$ cat src/rtl/pwe_pkg.sv
package pwe_pkg;
  typedef enum logic [1:0] {
    ST_IDLE   = 2'd0,
    ST_FILL   = 2'd1,
    ST_WAIT   = 2'd2,
    ST_COMMIT = 2'd3
  } pwe_state_e;
endpackage

$ cat src/rtl/pwe_page_latch.sv
module pwe_page_latch #(
  parameter int ADDR_W = 12,
  parameter int PAGE_W = 5,
  parameter int DATA_W = 8
) (
  input  logic                     clk_i,
  input  logic                     rst_ni,
  input  logic                     clr_i,
  input  logic                     load_i,
  input  logic [ADDR_W-1:0]        addr_i,
  input  logic                     wr_i,
  input  logic [DATA_W-1:0]        data_i,
  input  logic [PAGE_W-1:0]        rd_idx_i,
  output logic [ADDR_W-PAGE_W-1:0] page_o,
  output logic [(1<<PAGE_W)-1:0]   mask_o,
  output logic [DATA_W-1:0]        rd_data_o,
  output logic                     any_o
);
  localparam int PAGE = 1 << PAGE_W;
  localparam int PG_W = ADDR_W - PAGE_W;

  logic [PG_W-1:0]   page_q;
  logic [PAGE_W-1:0] ptr_q;
  logic [PAGE-1:0]   mask_q;
  logic [DATA_W-1:0] slot_q [PAGE];

  always_ff @(posedge clk_i or negedge rst_ni) begin
    if (!rst_ni) begin
      page_q <= '0;
      ptr_q  <= '0;
    end else if (load_i) begin
      page_q <= addr_i[ADDR_W-1:PAGE_W];
      ptr_q  <= addr_i[PAGE_W-1:0];
    end else if (wr_i) begin
      ptr_q  <= ptr_q + 1'b1;  // wraps inside the page, no carry upward
    end
  end

  for (genvar g = 0; g < PAGE; g++) begin : g_slot
    always_ff @(posedge clk_i or negedge rst_ni) begin
      if (!rst_ni) begin
        slot_q[g] <= '0;
        mask_q[g] <= 1'b0;
      end else if (clr_i) begin
        mask_q[g] <= 1'b0;
      end else if (wr_i && ptr_q == PAGE_W'(g)) begin
        slot_q[g] <= data_i;
        mask_q[g] <= 1'b1;
      end
    end
  end

  assign page_o    = page_q;
  assign mask_o    = mask_q;
  assign rd_data_o = slot_q[rd_idx_i];
  assign any_o     = |mask_q;


  mask_clr_chk: assert property (@(posedge clk_i) disable iff (!rst_ni)
    $fell(any_o) |-> $past(clr_i));
endmodule

$ cat src/rtl/pwe_wp_guard.sv
module pwe_wp_guard (
  input  logic clk_i,
  input  logic rst_ni,
  input  logic clr_i,
  input  logic open_i,
  input  logic wp_i,
  output logic cancel_o
);
  logic armed_q, cancel_q, hit;

  // window opens on the first complete data byte, inclusive
  assign hit = wp_i && (armed_q || open_i);

  always_ff @(posedge clk_i or negedge rst_ni) begin
    if (!rst_ni) begin
      armed_q  <= 1'b0;
      cancel_q <= 1'b0;
    end else if (clr_i) begin
      armed_q  <= 1'b0;
      cancel_q <= 1'b0;
    end else begin
      if (open_i) armed_q  <= 1'b1;
      if (hit)    cancel_q <= 1'b1;
    end
  end

  assign cancel_o = cancel_q || hit;


  cancel_hold_chk: assert property (@(posedge clk_i) disable iff (!rst_ni)
    cancel_q && !clr_i |=> cancel_q);

  wp_early_chk: assert property (@(posedge clk_i) disable iff (!rst_ni)
    !armed_q && !open_i |-> !cancel_o);
endmodule

$ cat src/rtl/pwe_cycle_timer.sv
module pwe_cycle_timer #(
  parameter int TWR_TICKS = 5000
) (
  input  logic clk_i,
  input  logic rst_ni,
  input  logic run_i,
  input  logic tick_i,
  output logic done_o
);
  localparam int CNT_W = (TWR_TICKS > 1) ? $clog2(TWR_TICKS) : 1;
  localparam logic [CNT_W-1:0] LAST = CNT_W'(TWR_TICKS - 1);

  logic [CNT_W-1:0] cnt_q;

  always_ff @(posedge clk_i or negedge rst_ni) begin
    if (!rst_ni)               cnt_q <= '0;
    else if (!run_i)           cnt_q <= '0;
    else if (tick_i && !done_o) cnt_q <= cnt_q + 1'b1;
  end

  assign done_o = run_i && tick_i && (cnt_q == LAST);


  tmr_range_chk: assert property (@(posedge clk_i) disable iff (!rst_ni)
    cnt_q <= LAST);
endmodule

$ cat src/rtl/page_write_engine.sv
module page_write_engine
  import pwe_pkg::*;
#(
  parameter int ADDR_W    = 12,
  parameter int PAGE_W    = 5,
  parameter int DATA_W    = 8,
  parameter int TWR_TICKS = 5000
) (
  input  logic              clk_i,
  input  logic              rst_ni,
  input  logic              start_i,
  input  logic              addr_vld_i,
  input  logic [ADDR_W-1:0] addr_i,
  input  logic              data_vld_i,
  input  logic [DATA_W-1:0] data_i,
  input  logic              stop_i,
  input  logic              wp_i,
  input  logic              tick_i,
  output logic              arr_we_o,
  output logic [ADDR_W-1:0] arr_addr_o,
  output logic [DATA_W-1:0] arr_data_o,
  output logic              busy_o
);
  localparam int PAGE = 1 << PAGE_W;
  localparam int PG_W = ADDR_W - PAGE_W;
  localparam logic [PAGE_W-1:0] IDX_LAST = PAGE_W'(PAGE - 1);

  pwe_state_e        state_q, state_d;
  logic [PAGE_W-1:0] idx_q;
  logic              in_cmd, busy;
  logic              clr, load, wr, open;
  logic              cancel, done;
  logic [PG_W-1:0]   page;
  logic [PAGE-1:0]   mask;
  logic [DATA_W-1:0] rd_data;
  logic              any;

  assign busy   = (state_q == ST_WAIT) || (state_q == ST_COMMIT);
  assign in_cmd = (state_q == ST_FILL);
  assign clr    = start_i && !busy;
  assign load   = in_cmd && addr_vld_i && !start_i;
  assign wr     = in_cmd && data_vld_i && !start_i;
  assign open   = wr && !any;

  pwe_page_latch #(.ADDR_W(ADDR_W), .PAGE_W(PAGE_W), .DATA_W(DATA_W)) u_latch (
    .clk_i, .rst_ni,
    .clr_i    (clr),
    .load_i   (load),
    .addr_i   (addr_i),
    .wr_i     (wr),
    .data_i   (data_i),
    .rd_idx_i (idx_q),
    .page_o   (page),
    .mask_o   (mask),
    .rd_data_o(rd_data),
    .any_o    (any)
  );

  pwe_wp_guard u_guard (
    .clk_i, .rst_ni,
    .clr_i   (clr),
    .open_i  (open),
    .wp_i    (wp_i),
    .cancel_o(cancel)
  );

  pwe_cycle_timer #(.TWR_TICKS(TWR_TICKS)) u_timer (
    .clk_i, .rst_ni,
    .run_i (state_q == ST_WAIT),
    .tick_i(tick_i),
    .done_o(done)
  );

  always_comb begin
    state_d = state_q;
    unique case (state_q)
      ST_IDLE:   if (start_i) state_d = ST_FILL;
      ST_FILL: begin
        if (start_i)     state_d = ST_FILL;
        else if (stop_i) state_d = (any && !cancel) ? ST_WAIT : ST_IDLE;
      end
      ST_WAIT: begin
        if (wp_i)      state_d = ST_IDLE;
        else if (done) state_d = ST_COMMIT;
      end
      ST_COMMIT: begin
        if (wp_i || idx_q == IDX_LAST) state_d = ST_IDLE;
      end
      default:   state_d = ST_IDLE;
    endcase
  end

  always_ff @(posedge clk_i or negedge rst_ni) begin
    if (!rst_ni) begin
      state_q <= ST_IDLE;
      idx_q   <= '0;
    end else begin
      state_q <= state_d;
      if (state_q == ST_COMMIT) idx_q <= idx_q + 1'b1;
      else                      idx_q <= '0;
    end
  end

  assign arr_we_o   = (state_q == ST_COMMIT) && mask[idx_q] && !wp_i;
  assign arr_addr_o = {page, idx_q};
  assign arr_data_o = rd_data;
  assign busy_o     = busy;


  rst_idle_chk: assert property (@(posedge clk_i)
    !rst_ni |=> !busy_o && !arr_we_o);

  we_in_busy_chk: assert property (@(posedge clk_i) disable iff (!rst_ni)
    arr_we_o |-> busy_o);

  busy_from_stop_chk: assert property (@(posedge clk_i) disable iff (!rst_ni)
    $rose(busy_o) |-> $past(stop_i));

  no_busy_wp_chk: assert property (@(posedge clk_i) disable iff (!rst_ni)
    $rose(busy_o) |-> !$past(wp_i));

  wp_abort_chk: assert property (@(posedge clk_i) disable iff (!rst_ni)
    busy_o && wp_i |=> !busy_o && !arr_we_o);

  page_hold_chk: assert property (@(posedge clk_i) disable iff (!rst_ni)
    busy_o && $past(busy_o) |-> $stable(arr_addr_o[ADDR_W-1:PAGE_W]));
endmodule

$ cat config.mk
export PLATFORM = sky130hd
export DESIGN_NAME = page_write_engine
export DESIGN_NICKNAME = d
export VERILOG_FILES = /design/src/rtl/pwe_pkg.sv /design/src/rtl/pwe_page_latch.sv /design/src/rtl/pwe_wp_guard.sv /design/src/rtl/pwe_cycle_timer.sv /design/src/rtl/page_write_engine.sv
export SDC_FILE = /design/constraint.sdc
export NUM_CORES = 1
export LEC_CHECK = 0
export ABC_AREA = 1
export ABC_CLOCK_PERIOD_IN_PS = 2300
export BUFFER_PORTS_ARGS = -buffer_cell sky130_fd_sc_hd__buf_4
export CORE_MARGIN = 4
export CORE_UTILIZATION = 35
export DETAILED_ROUTE_END_ITERATION = 12
export PLACE_DENSITY_LB_ADDON = 0.25
export SETUP_SLACK_MARGIN = 0.3
export SLEW_MARGIN = 15
export SYNTH_ARGS = -nofsm -noshare
export SYNTH_HDL_FRONTEND = slang
export SYNTH_SLANG_ARGS = --single-unit
export TNS_END_PERCENT = 1
$ cat constraint.sdc
create_clock -name clk_i -period 2.3 [get_ports clk_i]
set_input_delay 0.23 -clock clk_i [delete_from_list [all_inputs] [get_ports clk_i]]
set_output_delay 0.23 -clock clk_i [all_outputs]
set_load 0.01 [all_outputs]
# --- Yosys cells after proc, flatten, opt, wreduce, memory -nomap -nowiden ---
# Cells that the tools add are included.
# Widths: inputs -> output; s select.
op_classes:
  n_reduce_logical: 126
  muxes: 86
  add_sub_neg: 3
  bitwise_logic: 2
  magnitude_cmp: 2
  n_eq_ne: 41
op_table:
  columns: ["op", "n"]
  rows:
  - ["$eq 5x5->1 const B", 17]
  - ["$reduce_bool 2->1", 35]
  - ["$mux 1", 69]
  - ["$reduce_and 2->1", 32]
  - ["$logic_and 1x1->1", 45]
  - ["$bmux 8 s5", 1]
  - ["$eq 5x4->1 const B", 8]
  - ["$reduce_or 32->1", 1]
  - ["$mux 13", 2]
  - ["$eq 5x3->1 const B", 4]
  - ["$mux 8", 2]
  - ["$mux 5", 3]
  - ["$mux 2", 7]
  - ["$add 13x1->13 const B", 1]
  - ["$eq 13x13->1 const B", 1]
  - ["$add 5x1->5 const B", 2]
  - ["$eq 5x2->1 const B", 2]
  - ["$pmux 2 s4", 1]
  - ["$ge 6x6->1 const B", 1]
  - ["$logic_not 1->1", 6]
  - ["$lt 5x6->1 const B", 1]
  - ["$ne 3x3->1 const B", 2]
  - ["$not 5->6", 1]
  - ["$bmux 1 s5", 1]
  - ["other kinds (10)", 15]
totals:
  reg_bits: 322
  inputBits: 28

# --- Logic depth before layout (Yosys ltp) ---
logic_depth:
  ltp_word: 13
  depth_mapped: 12

# --- Cells and area by module ---
# Synthesis repeated with hierarchy kept, for this count alone.
unflattened:
  hier_cells: 1939
  area_unflattened_um2: 15660.0
by_module_without_submodules:
  columns: ["mod", "n_inst", "cells_per_inst", "area_each_um2"]
  rows:
  - ["pwe_page_latch", 1, 1683, 13928.4]
  - ["pwe_cycle_timer", 1, 118, 850.8]
  - ["page_write_engine", 1, 130, 798.3]
  - ["pwe_wp_guard", 1, 8, 82.6]

# --- Least setup slack after synthesis ---
# OpenSTA, ideal clock, no wires.
synth_path:
  kind: "register to output"
  start: "reg idx_q[0]"
  end: "out arr_data_o[5]"
  t_arrival_ps: 1667
  path_buffers: 2
  path_slack_ps: 403
  required_ps: 2070
  stages_incl_launch_ff: 10
  path_cell_list: "dfrtp_1 -> inv_1 -> buf_2 -> clkbuf_1 -> nor2_1 -> o22ai_1 -> nand2_1 -> o211ai_1 -> nand2_1 -> o21ai_0"
synth_between:
  elab_chain_cells: 4
synth_rtl:
  columns: ["element", "line", "source"]
  rows:
  - ["start, declared", "page_write_engine.sv:29", "logic [PAGE_W-1:0] idx_q;"]
  - ["start signal, assigned", "page_write_engine.sv:99", "if (state_q == ST_COMMIT) idx_q <= idx_q + 1'b1;"]
  - ["$not 5->6 (not written as such)", "pwe_page_latch.sv:55", "assign rd_data_o = slot_q[rd_idx_i];"]
  - ["$bmux 8 s5", "pwe_page_latch.sv:55", null]
  - ["$mux 8 (not written as such) (2 in a row)", "pwe_page_latch.sv:55", null]
  - ["end, declared", "page_write_engine.sv:21", "output logic [DATA_W-1:0] arr_data_o,"]
# No other way between the ends. The select of a mux whose other input is x is not followed.

# --- Worst setup path after layout ---
layout_path:
  start: "reg idx_q[0]"
  end: "out arr_data_o[7]"
# Same word-level chain as after synthesis.

==> results.yml <==
power_and_ir_drop:
  power.leakage_nw: 8.54
  pwr_density_cell_nw_per_um2: 1080
  vdd_drop_max_mv: 0.440
clock_network:
  cts_buffers: 38
  clkTransAtPathRegs_ps: 60
  h-tree-depth: 2
  clockBufferDepth: 3
  cts.sinks: 322
  cts_tree: "built"
  cts_root_buf: "clkbuf_16"
  insertion_delay_ps: 530
floorplan:
  rows: 75
  fp.dieW_um: 215
  coreArea_um2: 42100
  die_h_um: 215
  initial_utilization_pct: 35.6
  die_area_um2: 46200
  io-pin-count: 50
place:
  dpl_cell_area_um2: 16200
  place_hpwl_um: 30000
  port_buffers: 49
  gp_congestion: 0.876
timing:
  slew_viol_final: 0
  worst_pin_slew_ps: 659
  skew_ps: 15.1
  rsz0062_at_grt: "true"
  max_slew_margin_pct: 56.0
  setup_violations: 9
  hold_viol: 0
  timing.final.crit_share_pct: 115
  fin_ws_ps: -334
  tns_ps: -2860
  period_needed_ps: 2630
  max_freq_mhz: 380
yosys:
  ys_ff_latch: 322
  synth_area_leaders: "dfrtp_1 (54%), o21ai_0 (13%), nand2_1 (13%)"
  synth_edf_count: 0
  synth_top_area_share_pct: 53.8
  syn_area_um2: 15000
  syn_area_per_cell_um2: 8.46
  async_flop_share_pct: 100
  yosysWarnings: 0
  yosysUniqueCellTypes: 36
  synth_common_cells: "nand2_1 (500), o21ai_0 (389), dfrtp_1 (322)"
  synth.yosys.seq_area_share_pct: 53.8
  ys.flop_type: "dfrtp_1"
  synth_cells: 1771
  synth_most_common_cell: "nand2_1"
  synth.largest_area_cell: "dfrtp_1"
  postSynthNetCount: 1808
cells_and_area:
  fin_util_pct: 44.2
  antenna_cells: 0
  fillerInstances: 4136
  drive_above_1_share_pct: 19.3
  fin_nets: 1880
  stdcell_area_um2: 18600
  area_growth_pct: 24.3
status:
  violations: "setup timing"
  status: "finished, violations left"
drt:
  firstDrtPassIters: 5
  detail-route-antenna-nets: 0
  post-route-drc-count: 0
  wl_per_cell_um: 20.5
  via_per_inst: 5.36
  wl_um: 49400
  vias: 12900
  drt_iter0_markers: 1247
grt:
  grt_pass1_vias: 12800
  grt_pass1_wl_um: 74700
  grt_max_degree: 68
  antenna_found_initial: 1
  grt_util_all_layers_pct: 20.4
  overflow: 0
hold_path:
  min_to: "u_latch.ptr_q[2]$_DFFE_PN0P_"
  whs_path_depth: 3
  hp-class: "primary input to flip-flop"
  min-delay-start: "addr_i[2]"
critical_path:
  worstPathArrival_ps: 2400
  critPathRequiredTime_ps: 2070
  endpoint_kind: "primary output"
  worstPathMaxFanout: 6
  start_kind: "flip-flop"
  timing.rr.end: "u_latch.slot_q[60]$_DFFE_PN0P_"
  reg2reg_slack_ps: 160
  worstSetupPathType: "flip-flop to primary output"
  rr_worst_depth: 7
  r2r_start: "state_q[1]$_DFFE_PN0P_"
run:
  drv_cap: 0
-- registers in the layout, summed over array words and instances, names as in the netlist --
name,flops
u_latch.ptr_q,5
u_guard.armed_q,1
u_latch.page_o,7
u_latch.mask_o,32
u_latch.slot_q,256
u_guard.cancel_q,1
state_q,2
idx_q,5
u_timer.cnt_q,13
-- worst max-delay path by stage --
| stage | slack, ps | to | from |
|---|---|---|---|
| final | -330 | arr_data_o[7] | idx_q[0]$_DFF_PN0_ |
| after detailed placement | 30 | arr_data_o[2] | idx_q[0]$_DFF_PN0_ |
| after global placement | 60 | arr_data_o[2] | idx_q[0]$_DFF_PN0_ |
| after global routing | -420 | arr_data_o[4] | idx_q[0]$_DFF_PN0_ |
| after floorplan | 400 | arr_data_o[5] | idx_q[0]$_DFF_PN0_ |
| after CTS | -390 | arr_data_o[7] | idx_q[0]$_DFF_PN0_ |
-- worst max-delay path, stage by stage, from the launching register on --
cell	delay, ps
dfrtp_4	550
clkinv_8	120
buf_12	130
buf_8	110
nor2_2	30
o22ai_1	170
nand2_1	70
o211ai_1	180
nand3_1	170
o21ai_2	100
buf_4	130
buf_6	90
-- logic make-up after synthesis --
| family | count (synthesis) | synth area share, % |
|---|---|---|
| AND/OR/NAND/NOR | 694 | 19.4 |
| multiplexers | 32 | 2.14 |
| XOR/XNOR | 4 | 0.234 |
| AO/OA/AOI/OAI | 528 | 18.4 |
| buffers and inverters | 182 | 5.27 |
| adder cells (fa/ha/maj) | 9 | 0.752 |
| flip-flops | 322 | 53.8 |
-- repair_timing --
action                     in CTS  in global routing
hold buffers                   12                  0
hold endpoints to repair       68                  0
setup endpoints to repair      49                189
buffers inserted                3                  4
gates cloned                    3                 11
pin swaps                      35                110
resized for setup              64                239
-- power by group --
group	leakage [nW]	internal (mW)	switching [mW]
sequential	4.39	7.33	1.11
clock	0.620	3.61	2.40
combinational	3.53	2.41	3.33
-- through the flow --
| stage | instances | hold WS (ps) | power (mW) | setup slack, ps |
|---|---|---|---|---|
| after CTS | 2393 | 10.3 | 19.6 | -389 |
| final | 2408 | 25.4 | 20.2 | -334 |
| after floorplan | 1771 | -65.6 | 11.4 | 403 |
| after global placement | 2309 | 244 | 13.1 | 58.4 |
| after detailed placement | 2309 | 254 | 13.3 | 27.5 |
| after global routing | 2408 | 35.2 | 21.4 | -424 |
-- layout by cell type (no fill, tap or decap), types with 26 or more instances in the layout --
cell         n
nor2_1     109
nand2_1    436
o22ai_1     31
clkbuf_16   49
dfrtp_1    320
o21ai_2     37
inv_1       57
o21ai_1     89
a21oi_1     60
nand2_2     63
buf_4       88
o211ai_1    26
mux2i_1     32
o21ai_0    270
-- routing by layer --
layer	wire, µm	share of wire [%]	GRT usage [%]	vias up
li1	-	-	-	6093
met1	21200	43	27.4	6306
met2	23200	47	33.1	423
met3	3290	6.7	4.21	91
met4	1690	3.4	6.74	0
met5	0	0	0	-
-- cell type report --
type	count	area [µm²]	area share, %
Clock buffer	53	1120	6.01
Tap cell	539	674	3.62
Sequential cell	322	8060	43.3
Multi-Input combinational cell	1267	6610	35.5
Clock inverter	13	125	0.672
Inverter	63	255	1.37
Timing Repair Buffer	151	1780	9.57
Power figures use the tool's default switching activity.
